**src/rtl/pmr_pkg.sv**
```systemverilog
// Package: shared types and reset defaults for the port mode resolver.
// Assumes a single clock domain for all register inputs.
package pmr_pkg;

    // Resolved controls of one port
    typedef struct packed {
        logic fiber;
        logic fef;
        logic mlt3;
        logic scr_byp;
        logic an_en;
        logic sd_en;
        logic ten_en;
        logic carrier;
        logic link_fix;
    } port_ctrl_t;

    // Shared configuration pins captured during reset
    typedef struct packed {
        logic carrier;
        logic scr_byp;
        logic link_fix;
    } shared_strap_t;

    localparam int SHARED_W = $bits(shared_strap_t);

    localparam port_ctrl_t CTRL_DEFAULT = '{
        fiber:    1'b0,
        fef:      1'b0,
        mlt3:     1'b1,
        scr_byp:  1'b0,
        an_en:    1'b0,
        sd_en:    1'b0,
        ten_en:   1'b1,
        carrier:  1'b0,
        link_fix: 1'b1
    };

endpackage

```
**src/rtl/strap_capture.sv**
```systemverilog
// strap_capture: follows its input on every clock edge while reset is low,
// then holds the last sampled value until reset is asserted again.
// Assumes the pins are stable for the last cycles of reset.
module strap_capture #(
    parameter int W = 4
) (
    input  logic         clk,
    input  logic         rst_n,
    input  logic [W-1:0] pin_i,
    output logic [W-1:0] cap_o
);

    logic rst_q;

    // Sample during reset, hold afterwards
    always_ff @(posedge clk) begin
        if (!rst_n) cap_o <= pin_i;
    end

    // Registered reset level for assertion history
    always_ff @(posedge clk) begin
        rst_q <= rst_n;
    end

    // captured pins stay frozen once reset has been released
    assert_strap_frozen_R10: assert property (@(posedge clk) disable iff (!rst_n)
        rst_q |-> $stable(cap_o));

endmodule

```
**src/rtl/an_pin_sync.sv**
```systemverilog
// an_pin_sync: two-stage synchronizer plus one history stage for the
// autonegotiation pin. The chain keeps shifting during reset, so a pin held
// high through reset is seen as steady and gives no edge. Assumes reset
// lasts at least three clocks.
module an_pin_sync (
    input  logic clk,
    input  logic pin_i,
    output logic level_o,
    output logic rise_o
);

    logic [2:0] chain_q;

    // Shift the asynchronous pin through the synchronizer chain
    always_ff @(posedge clk) begin
        chain_q <= {chain_q[1:0], pin_i};
    end

    // Synchronized level and its rising edge
    always_comb begin
        level_o = chain_q[1];
        rise_o  = chain_q[1] & ~chain_q[2];
    end

endmodule

```
**src/rtl/port_resolver.sv**
```systemverilog
// port_resolver: resolves the controls of one port from captured pins,
// register bits and the synchronized autonegotiation pin. It applies the
// fiber-mode overrides. Outputs are registered, with defaults in reset.
module port_resolver
    import pmr_pkg::*;
(
    input  logic          clk,
    input  logic          rst_n,
    input  logic          strap_fiber_i,
    input  shared_strap_t strap_i,
    input  logic          an_level_i,
    input  logic          an_rise_i,
    input  logic          reg_fiber_i,
    input  logic          reg_carrier_i,
    input  logic          reg_an_en_i,
    input  logic          reg_scr_byp_i,
    input  logic          reg_link_fix_i,
    input  logic          reg_fef_i,
    input  logic          reg_ten_en_i,
    input  logic          sig_det_i,
    output port_ctrl_t    ctrl_o,
    output logic          restart_o
);

    port_ctrl_t next_ctrl;
    logic       next_restart;
    logic       is_fiber;
    logic       rst_q;

    // Combine the sources; fiber mode overrides the copper-only controls
    always_comb begin
        is_fiber           = strap_fiber_i | reg_fiber_i;
        next_ctrl.fiber    = is_fiber;
        next_ctrl.carrier  = strap_i.carrier | reg_carrier_i;
        next_ctrl.link_fix = strap_i.link_fix | reg_link_fix_i;
        if (is_fiber) begin
            next_ctrl.fef     = 1'b1;
            next_ctrl.mlt3    = 1'b0;
            next_ctrl.scr_byp = 1'b1;
            next_ctrl.an_en   = 1'b0;
            next_ctrl.sd_en   = sig_det_i;
            next_ctrl.ten_en  = 1'b0;
            next_restart      = 1'b0;
        end else begin
            next_ctrl.fef     = reg_fef_i;
            next_ctrl.mlt3    = 1'b1;
            next_ctrl.scr_byp = strap_i.scr_byp | reg_scr_byp_i;
            next_ctrl.an_en   = an_level_i & reg_an_en_i;
            next_ctrl.sd_en   = 1'b0;
            next_ctrl.ten_en  = reg_ten_en_i;
            next_restart      = an_rise_i & reg_an_en_i;
        end
    end

    // Register the resolved controls; defaults while in reset
    always_ff @(posedge clk) begin
        if (!rst_n) begin
            ctrl_o    <= CTRL_DEFAULT;
            restart_o <= 1'b0;
        end else begin
            ctrl_o    <= next_ctrl;
            restart_o <= next_restart;
        end
    end

    // Registered reset level for assertion history
    always_ff @(posedge clk) begin
        rst_q <= rst_n;
    end

    // a fiber request on the previous edge forces the fixed override set
    assert_fiber_override_R3: assert property (@(posedge clk) disable iff (!rst_n)
        (rst_q && $past(strap_fiber_i | reg_fiber_i)) |->
        (ctrl_o.fef && !ctrl_o.mlt3 && ctrl_o.scr_byp && !ctrl_o.an_en && !ctrl_o.ten_en));

    // signal-detect never reaches a copper port
    assert_sd_copper_low_R4: assert property (@(posedge clk) disable iff (!rst_n)
        !ctrl_o.fiber |-> !ctrl_o.sd_en);

    // a restart pulse only appears while autonegotiation is enabled
    assert_restart_needs_an_R7: assert property (@(posedge clk) disable iff (!rst_n)
        restart_o |-> (ctrl_o.an_en && !ctrl_o.fiber));

    // a copper port always uses MLT-3 coding
    assert_copper_mlt3_R11: assert property (@(posedge clk) disable iff (!rst_n)
        !ctrl_o.fiber |-> ctrl_o.mlt3);

endmodule

```
**src/rtl/port_mode_resolver.sv**
```systemverilog
// port_mode_resolver: top level. It captures the shared and per-port
// configuration pins, synchronizes the autonegotiation pin, and builds one
// resolver per port. Assumes all register inputs are synchronous to clk.
module port_mode_resolver
    import pmr_pkg::*;
#(
    parameter int NPORT = 8
) (
    input  logic             clk,
    input  logic             rst_n,
    input  logic [NPORT-1:0] strap_fiber_i,
    input  logic             strap_carrier_i,
    input  logic             strap_autoneg_i,
    input  logic             strap_scr_byp_i,
    input  logic             strap_link_fix_i,
    input  logic [NPORT-1:0] reg_fiber_i,
    input  logic [NPORT-1:0] reg_carrier_i,
    input  logic [NPORT-1:0] reg_an_en_i,
    input  logic [NPORT-1:0] reg_scr_byp_i,
    input  logic [NPORT-1:0] reg_link_fix_i,
    input  logic [NPORT-1:0] reg_fef_i,
    input  logic [NPORT-1:0] reg_ten_en_i,
    input  logic [NPORT-1:0] sig_det_i,
    output logic [NPORT-1:0] fiber_o,
    output logic [NPORT-1:0] fef_o,
    output logic [NPORT-1:0] mlt3_o,
    output logic [NPORT-1:0] scr_byp_o,
    output logic [NPORT-1:0] an_en_o,
    output logic [NPORT-1:0] sd_o,
    output logic [NPORT-1:0] ten_o,
    output logic [NPORT-1:0] carrier_o,
    output logic [NPORT-1:0] link_fix_o,
    output logic [NPORT-1:0] an_restart_o
);

    localparam int CAP_W = NPORT + SHARED_W;

    logic [CAP_W-1:0] cap_in;
    logic [CAP_W-1:0] cap_q;
    logic [NPORT-1:0] fiber_cap;
    shared_strap_t    shared_cap;
    logic             an_level;
    logic             an_rise;
    port_ctrl_t       ctrl [NPORT];

    // Pack all captured pins into one vector
    always_comb begin
        cap_in     = {strap_fiber_i, strap_carrier_i, strap_scr_byp_i, strap_link_fix_i};
        fiber_cap  = cap_q[CAP_W-1 -: NPORT];
        shared_cap = shared_strap_t'(cap_q[SHARED_W-1:0]);
    end

    strap_capture #(.W(CAP_W)) i_capture (
        .clk   (clk),
        .rst_n (rst_n),
        .pin_i (cap_in),
        .cap_o (cap_q)
    );

    an_pin_sync i_an_sync (
        .clk     (clk),
        .pin_i   (strap_autoneg_i),
        .level_o (an_level),
        .rise_o  (an_rise)
    );

    for (genvar p = 0; p < NPORT; p++) begin : g_port
        port_resolver i_port (
            .clk            (clk),
            .rst_n          (rst_n),
            .strap_fiber_i  (fiber_cap[p]),
            .strap_i        (shared_cap),
            .an_level_i     (an_level),
            .an_rise_i      (an_rise),
            .reg_fiber_i    (reg_fiber_i[p]),
            .reg_carrier_i  (reg_carrier_i[p]),
            .reg_an_en_i    (reg_an_en_i[p]),
            .reg_scr_byp_i  (reg_scr_byp_i[p]),
            .reg_link_fix_i (reg_link_fix_i[p]),
            .reg_fef_i      (reg_fef_i[p]),
            .reg_ten_en_i   (reg_ten_en_i[p]),
            .sig_det_i      (sig_det_i[p]),
            .ctrl_o         (ctrl[p]),
            .restart_o      (an_restart_o[p])
        );

        // Spread the per-port record onto the flat output vectors
        always_comb begin
            fiber_o[p]    = ctrl[p].fiber;
            fef_o[p]      = ctrl[p].fef;
            mlt3_o[p]     = ctrl[p].mlt3;
            scr_byp_o[p]  = ctrl[p].scr_byp;
            an_en_o[p]    = ctrl[p].an_en;
            sd_o[p]       = ctrl[p].sd_en;
            ten_o[p]      = ctrl[p].ten_en;
            carrier_o[p]  = ctrl[p].carrier;
            link_fix_o[p] = ctrl[p].link_fix;
        end
    end

    // a restart pulse never lasts two consecutive clocks
    assert_restart_single_R7: assert property (@(posedge clk) disable iff (!rst_n)
        (|an_restart_o) |=> !(|an_restart_o));

endmodule

```
**config.mk**
```make
export PLATFORM = sky130hd
export DESIGN_NAME = port_mode_resolver
export DESIGN_NICKNAME = d
export VERILOG_FILES = /design/src/rtl/pmr_pkg.sv /design/src/rtl/strap_capture.sv /design/src/rtl/an_pin_sync.sv /design/src/rtl/port_resolver.sv /design/src/rtl/port_mode_resolver.sv
export SDC_FILE = /design/constraint.sdc
export NUM_CORES = 1
export LEC_CHECK = 0
export CAP_MARGIN = 25
export CORE_ASPECT_RATIO = 1.2
export CORE_MARGIN = 4
export CORE_UTILIZATION = 40
export CTS_CLUSTER_DIAMETER = 80
export DETAILED_ROUTE_END_ITERATION = 12
export PLACE_DENSITY = 0.9
export SLEW_MARGIN = 5
export SYNTH_ARGS = -nofsm -noshare
export SYNTH_HDL_FRONTEND = slang
export SYNTH_HIERARCHICAL = 1
export SYNTH_SLANG_ARGS = --single-unit
export TNS_END_PERCENT = 1
```
**constraint.sdc**
```tcl
create_clock -name clk -period 1.7 [get_ports clk]
set_input_delay 0.255 -clock clk [delete_from_list [all_inputs] [get_ports clk]]
set_output_delay 0.255 -clock clk [all_outputs]
set_load 0.005 [all_outputs]
```
======== Yosys cells after proc, flatten, opt, wreduce, memory -nomap -nowiden ========
Cells that the tools add are included.
storage, ports and cells
  bits in latches ......................... 0
  bits in writable memories ............... 0
  bits in registers ....................... 94
  memories kept ........................... 0
  word-level logic and storage cells ...... 157
  ROM bits ................................ 0
  input port bits ......................... 78
operators by class
  mux-type cells .......................... 8
  equal/unequal tests ..................... 0
  bitwise logic cells ..................... 51
  multipliers ............................. 0
  shifts and indexed selects .............. 0
  divide/modulo/power cells ............... 0
  reduce and logical (&&, ||, !) cells .... 16
  add/subtract/negate cells ............... 0
  order comparisons ....................... 0
operators with widths
  operator           count
  $mux W6            8
  $or A1 B1 Y1       32
  $and A1 B1 Y1      17
  $reduce_and A2 Y1  8
  $reduce_or A2 Y1   8
  $not A1 Y1         2

======== Logic depth before layout (Yosys ltp) ========
  word-level depth ........................ 3
  depth in mapped cells ................... 2
  depth with buffers taken out ............ 2

======== Modules after synthesis ========
The synthesis kept the hierarchy.
by module, submodules not included
  module         cells an instance  area an instance (um2)  times used
  port_resolver  25                 294.0                   8
  strap_capture  12                 334.1                   1
  an_pin_sync    4                  73.8                    1

======== Worst setup path after synthesis ========
No wires, ideal clock.
  path kind ............................... register to register
  start point ............................. reg i_capture.cap_o[3]
  end point ............................... reg g_port[0].i_port/ctrl_o[5] in the netlist's numbering
  library setup time ...................... 0.120 ns
  buffers on the path ..................... 0
  data arrival time ....................... 0.828 ns
  stages on the path, launching flop included .. 3
  slack ................................... 0.752 ns
  path through ............................ edfxtp_1 > or2_4 > o31a_1
on the way
  word-level cells in the longest chain between the ends .. 2
ends and longest elaborated chain
  what                      RTL line             text
  start: declaration        strap_capture.sv:10  output logic [W-1:0] cap_o
  start signal: assignment  strap_capture.sv:17  if (!rst_n) cap_o <= pin_i;
  $or A1 B1 Y1              port_resolver.sv:32  is_fiber = strap_fiber_i | reg_fiber_i;
  $mux W6                   port_resolver.sv:36  if (is_fiber) begin
  end signal: assignment    port_resolver.sv:61  ctrl_o <= next_ctrl;
  end: declaration          port_resolver.sv:21  output port_ctrl_t ctrl_o,
Every way passes these cells.
A chain may end at the register's enable or synchronous reset.

======== Final worst setup path ========
  start point ............................. reg g_port[0].i_port.restart_o
  end point ............................... out an_restart_o[0]
RTL lines
  what                      RTL line                  text
  start: declaration        port_resolver.sv:22       output logic restart_o
  start signal: assignment  port_resolver.sv:62       restart_o <= next_restart;
  end: declaration          port_mode_resolver.sv:33  output logic [NPORT-1:0] an_restart_o
No word-level cell between the ends.

==> flow_summary.rst <==
.. list-table::
   :header-rows: 1

   * - Metric
     - Value
   * - Hold buffer count at cts
     - 0
   * - Fill cells
     - 490
   * - Main area contributors after synthesis
     - sky130_fd_sc_hd__dfxtp_1 (60%), sky130_fd_sc_hd__edfxtp_1 (12%), sky130_fd_sc_hd__and4_1 (5.1%), sky130_fd_sc_hd__o21a_1 (4.4%), sky130_fd_sc_hd__o31a_1 (2.5%)
   * - Cell family with the largest share of critical-path delay
     - buffers and inverters
   * - Shortest clock period the worst path allows after layout
     - ~1.4 ns
   * - Wire length after detailed routing
     - 7.86 mm
   * - Number of enable-type register cells in the synthesized netlist
     - 11
   * - Worst EP required
     - 1.44 ns
   * - Post-detailed-route count of antenna-violating nets
     - 0
   * - Global routing usage summed across all routing layers
     - 0.192
   * - Number of endpoints failing setup at the final stage
     - 0
   * - Finished Layout Cells
     - 469
   * - Vias
     - between 2000 and 2500
   * - Maximum achievable frequency
     - around 0.7 GHz
   * - Nets
     - 457
   * - Mean instance size in the synthesized netlist
     - between 10 and 15 µm²
   * - DRC viols
     - 0
   * - DRC violation total after the first TritonRoute iteration
     - between 80 and 90
   * - Vert. Die Dim
     - between 90 and 100 µm
   * - Post-Syn Nets
     - a little under 300
   * - Area of the core region
     - about 0.0066 mm²
   * - Area growth from synthesis to layout
     - 67.0%
   * - Final Hold Fails
     - 0
   * - Routed length per instance
     - 16.8 µm
   * - Inst Count DP
     - approximately 450
   * - Count of pins over their slew limit
     - 0
   * - Actual slew at the worst max-slew pin
     - approximately 0.59 ns
   * - WS Path Type
     - reg2out
   * - CTS tree
     - yes
   * - Antenna diode instance count
     - 0
   * - Share of flip-flops with an asynchronous set or reset
     - 0
   * - Post-CTS setup buffer count
     - 0
   * - Buffer and inverter count on the worst path
     - 1
   * - RSZ-0062 raised after global routing
     - no
   * - Data arrival time at the worst-slack endpoint
     - about 1.2 ns
   * - Die width
     - between 80 and 90 µm
   * - Initial standard-cell utilization of the core
     - 0.420
   * - Synth top area share
     - 0.602
   * - VDD IR-drop max
     - 0.637 mV
   * - Minimum hold slack
     - roughly 0.33 ns
   * - Later-pin clock latency in the skew report
     - about 0.34 ns
   * - Power Dens Cells
     - ~950 mW/mm²
   * - Max-cap violations
     - 0
   * - Leading post-synthesis cells by instance count
     - sky130_fd_sc_hd__dfxtp_1 (83), sky130_fd_sc_hd__and4_1 (16), sky130_fd_sc_hd__nand2_1 (16), sky130_fd_sc_hd__nor2_1 (16), sky130_fd_sc_hd__o21a_1 (16)
   * - Aggregate negative setup slack
     - 0 ns
   * - Critical-path maximum fanout
     - 1
   * - Final period utilization
     - 0.847
   * - Post_cts resized
     - 0
   * - Number of synthesis warnings
     - 6
   * - Static power due to leakage
     - around 0.0019 µW
   * - Antenna violations before repair
     - 0
   * - Most frequently used cell type in the post-synthesis netlist
     - sky130_fd_sc_hd__dfxtp_1
   * - Synth area leader
     - sky130_fd_sc_hd__dfxtp_1
   * - I/O pin count
     - between 150 and 200
   * - Hold WC Path Type
     - reg2reg
   * - Clock Tree Root
     - sky130_fd_sc_hd__clkbuf_8
   * - Count of TritonRoute iterations in the first routing pass
     - 4
   * - Synthesized instance count
     - around 220
   * - Worst clock skew on the final layout
     - between 0.008 and 0.009 ns
   * - Minimum setup slack among reg-to-reg paths
     - roughly 0.62 ns
   * - Maximum buffer depth of the clock tree
     - 2
   * - Vias in the first global route
     - between 2000 and 2500
   * - Total clock buffers created by CTS
     - 9
   * - Die ar.
     - 0.00830 mm²
   * - Clk pin slew, worst setup/hold paths
     - roughly 0.090 ns
   * - Largest net degree at the start of global routing
     - 41
   * - First-pass GRT wire length
     - approximately 12 mm
   * - Layout cells sized above 1
     - 0.117
   * - Flip-flop and latch count after synthesis
     - 94
   * - Number of placement rows
     - 32
   * - Clock sink total
     - 94
   * - Ordered list of cells on the worst path
     - clkdlybuf4s50_1
   * - Post-layout utilization of the core
     - 0.702
   * - Post-DP HPWL
     - between 6 and 7 mm
   * - I/O Buffers
     - 157
   * - Total Power
     - 4390 µW
   * - Worst slew margin
     - 0.606
   * - Number of different library cells in the post-synthesis netlist
     - 14
   * - Maximum single-stage delay on the critical path
     - approximately 0.52 ns
   * - GPL Wtd Cong
     - 0.807
   * - Part of the Yosys area used for sequential elements
     - 0.722
   * - Post-synth design cell area
     - roughly 0.0028 mm²
   * - Prevailing post-synth register cell
     - sky130_fd_sc_hd__dfxtp_1
   * - Run status
     - finished, final reports clean
   * - Worst setup EP type
     - primary output
   * - Overall overflow remaining after global route
     - 0
   * - H-tree levels
     - 3
   * - Critical Path Slowest Stage Cell
     - sky130_fd_sc_hd__clkdlybuf4s50_1
   * - Via density per instance
     - around 4.7
   * - Kind of launch point of the worst setup path
     - flip-flop
area by class of cell:
class | instances | area (µm²) | share of cell area
sequential | 94 | 1990 | 0.432
timing repair buffer | 160 | 1590 | 0.345
multi-input combinational | 105 | 694 | 0.151
clock buffer | 11 | 163 | 0.0353
tap | 85 | 106 | 0.0231
inverter | 9 | 33.8 | 0.00733
clock inverter | 5 | 30.0 | 0.00652
flip-flops by register name, summed over array words and instances (netlist names):
| name | count |
|---|---|
| g_port.i_port/ctrl_o | 72 |
| g_port.i_port/restart_o | 8 |
| i_an_sync/chain_q | 3 |
| i_capture/cap_o | 11 |
through the flow:
stage          instance area (µm²)  worst slack (ns)
2_1_floorplan                 2760             0.752
3_3_place_gp                  4420             0.405
3_5_place_dp                  4420             0.358
4_1_cts                       4610             0.225
5_1_grt                       4610             0.190
6_report                      4610             0.260
final timing paths:
check,start,to,cells after the start
worst min register to register,i_an_sync/chain_q[0],i_an_sync/chain_q[1],0
worst max-delay path,g_port[0].i_port/restart_o,an_restart_o[0],1
worst max register to register,i_capture/cap_o[1],g_port[1].i_port/ctrl_o[5],1
worst min-delay path,i_an_sync/chain_q[0],i_an_sync/chain_q[1],0
layout by cell type, fill, tap and decap left out:
cell type	Yosys	layout
sky130_fd_sc_hd__clkdlybuf4s50_1	0	156
sky130_fd_sc_hd__dfxtp_1	83	83
sky130_fd_sc_hd__nor2_1	16	16
sky130_fd_sc_hd__and4_1	16	16
sky130_fd_sc_hd__o21a_1	16	16
sky130_fd_sc_hd__nand2_1	16	16
sky130_fd_sc_hd__edfxtp_1	11	11
sky130_fd_sc_hd__clkbuf_8	0	10
sky130_fd_sc_hd__inv_1	9	9
sky130_fd_sc_hd__or2_4	8	8
sky130_fd_sc_hd__and3_2	8	8
sky130_fd_sc_hd__o21ai_0	8	8
sky130_fd_sc_hd__and2_2	8	8
sky130_fd_sc_hd__o31a_1	8	8
sky130_fd_sc_hd__clkinv_2	0	3
sky130_fd_sc_hd__buf_4	0	3
sky130_fd_sc_hd__clkbuf_16	0	1
sky130_fd_sc_hd__clkinv_4	0	1
sky130_fd_sc_hd__inv_4	0	1
sky130_fd_sc_hd__nor2b_4	1	1
sky130_fd_sc_hd__buf_2	8	1
kinds of logic (layout without fill, tap and decap cells):
logic type	count (synthesis)	count (layout)	share of synthesized area
AOI/OAI and AO/OA	32	32	0.0834
DFF	94	94	0.722
buffers and inverters	17	185	0.0267
and+or+nand+nor	73	73	0.168
where the power goes:
group | internal, µW | switching [µW] | total, µW | leakage, µW
Clock | 657 | 727 | 1380 | 0.000105
Sequential | 2380 | 55.8 | 2430 | 0.000799
Combinational | 398 | 178 | 576 | 0.000947
Total | 3430 | 961 | 4390 | 0.00185
metal layers:
metal | routed length (µm) | global-route usage
met3 | 705 | 0.0744
met2 | 4160 | 0.359
met5 | 0 | 0
met1 | 2830 | 0.187
met4 | 159 | 0.0767
(Power assumes the default switching activity.)
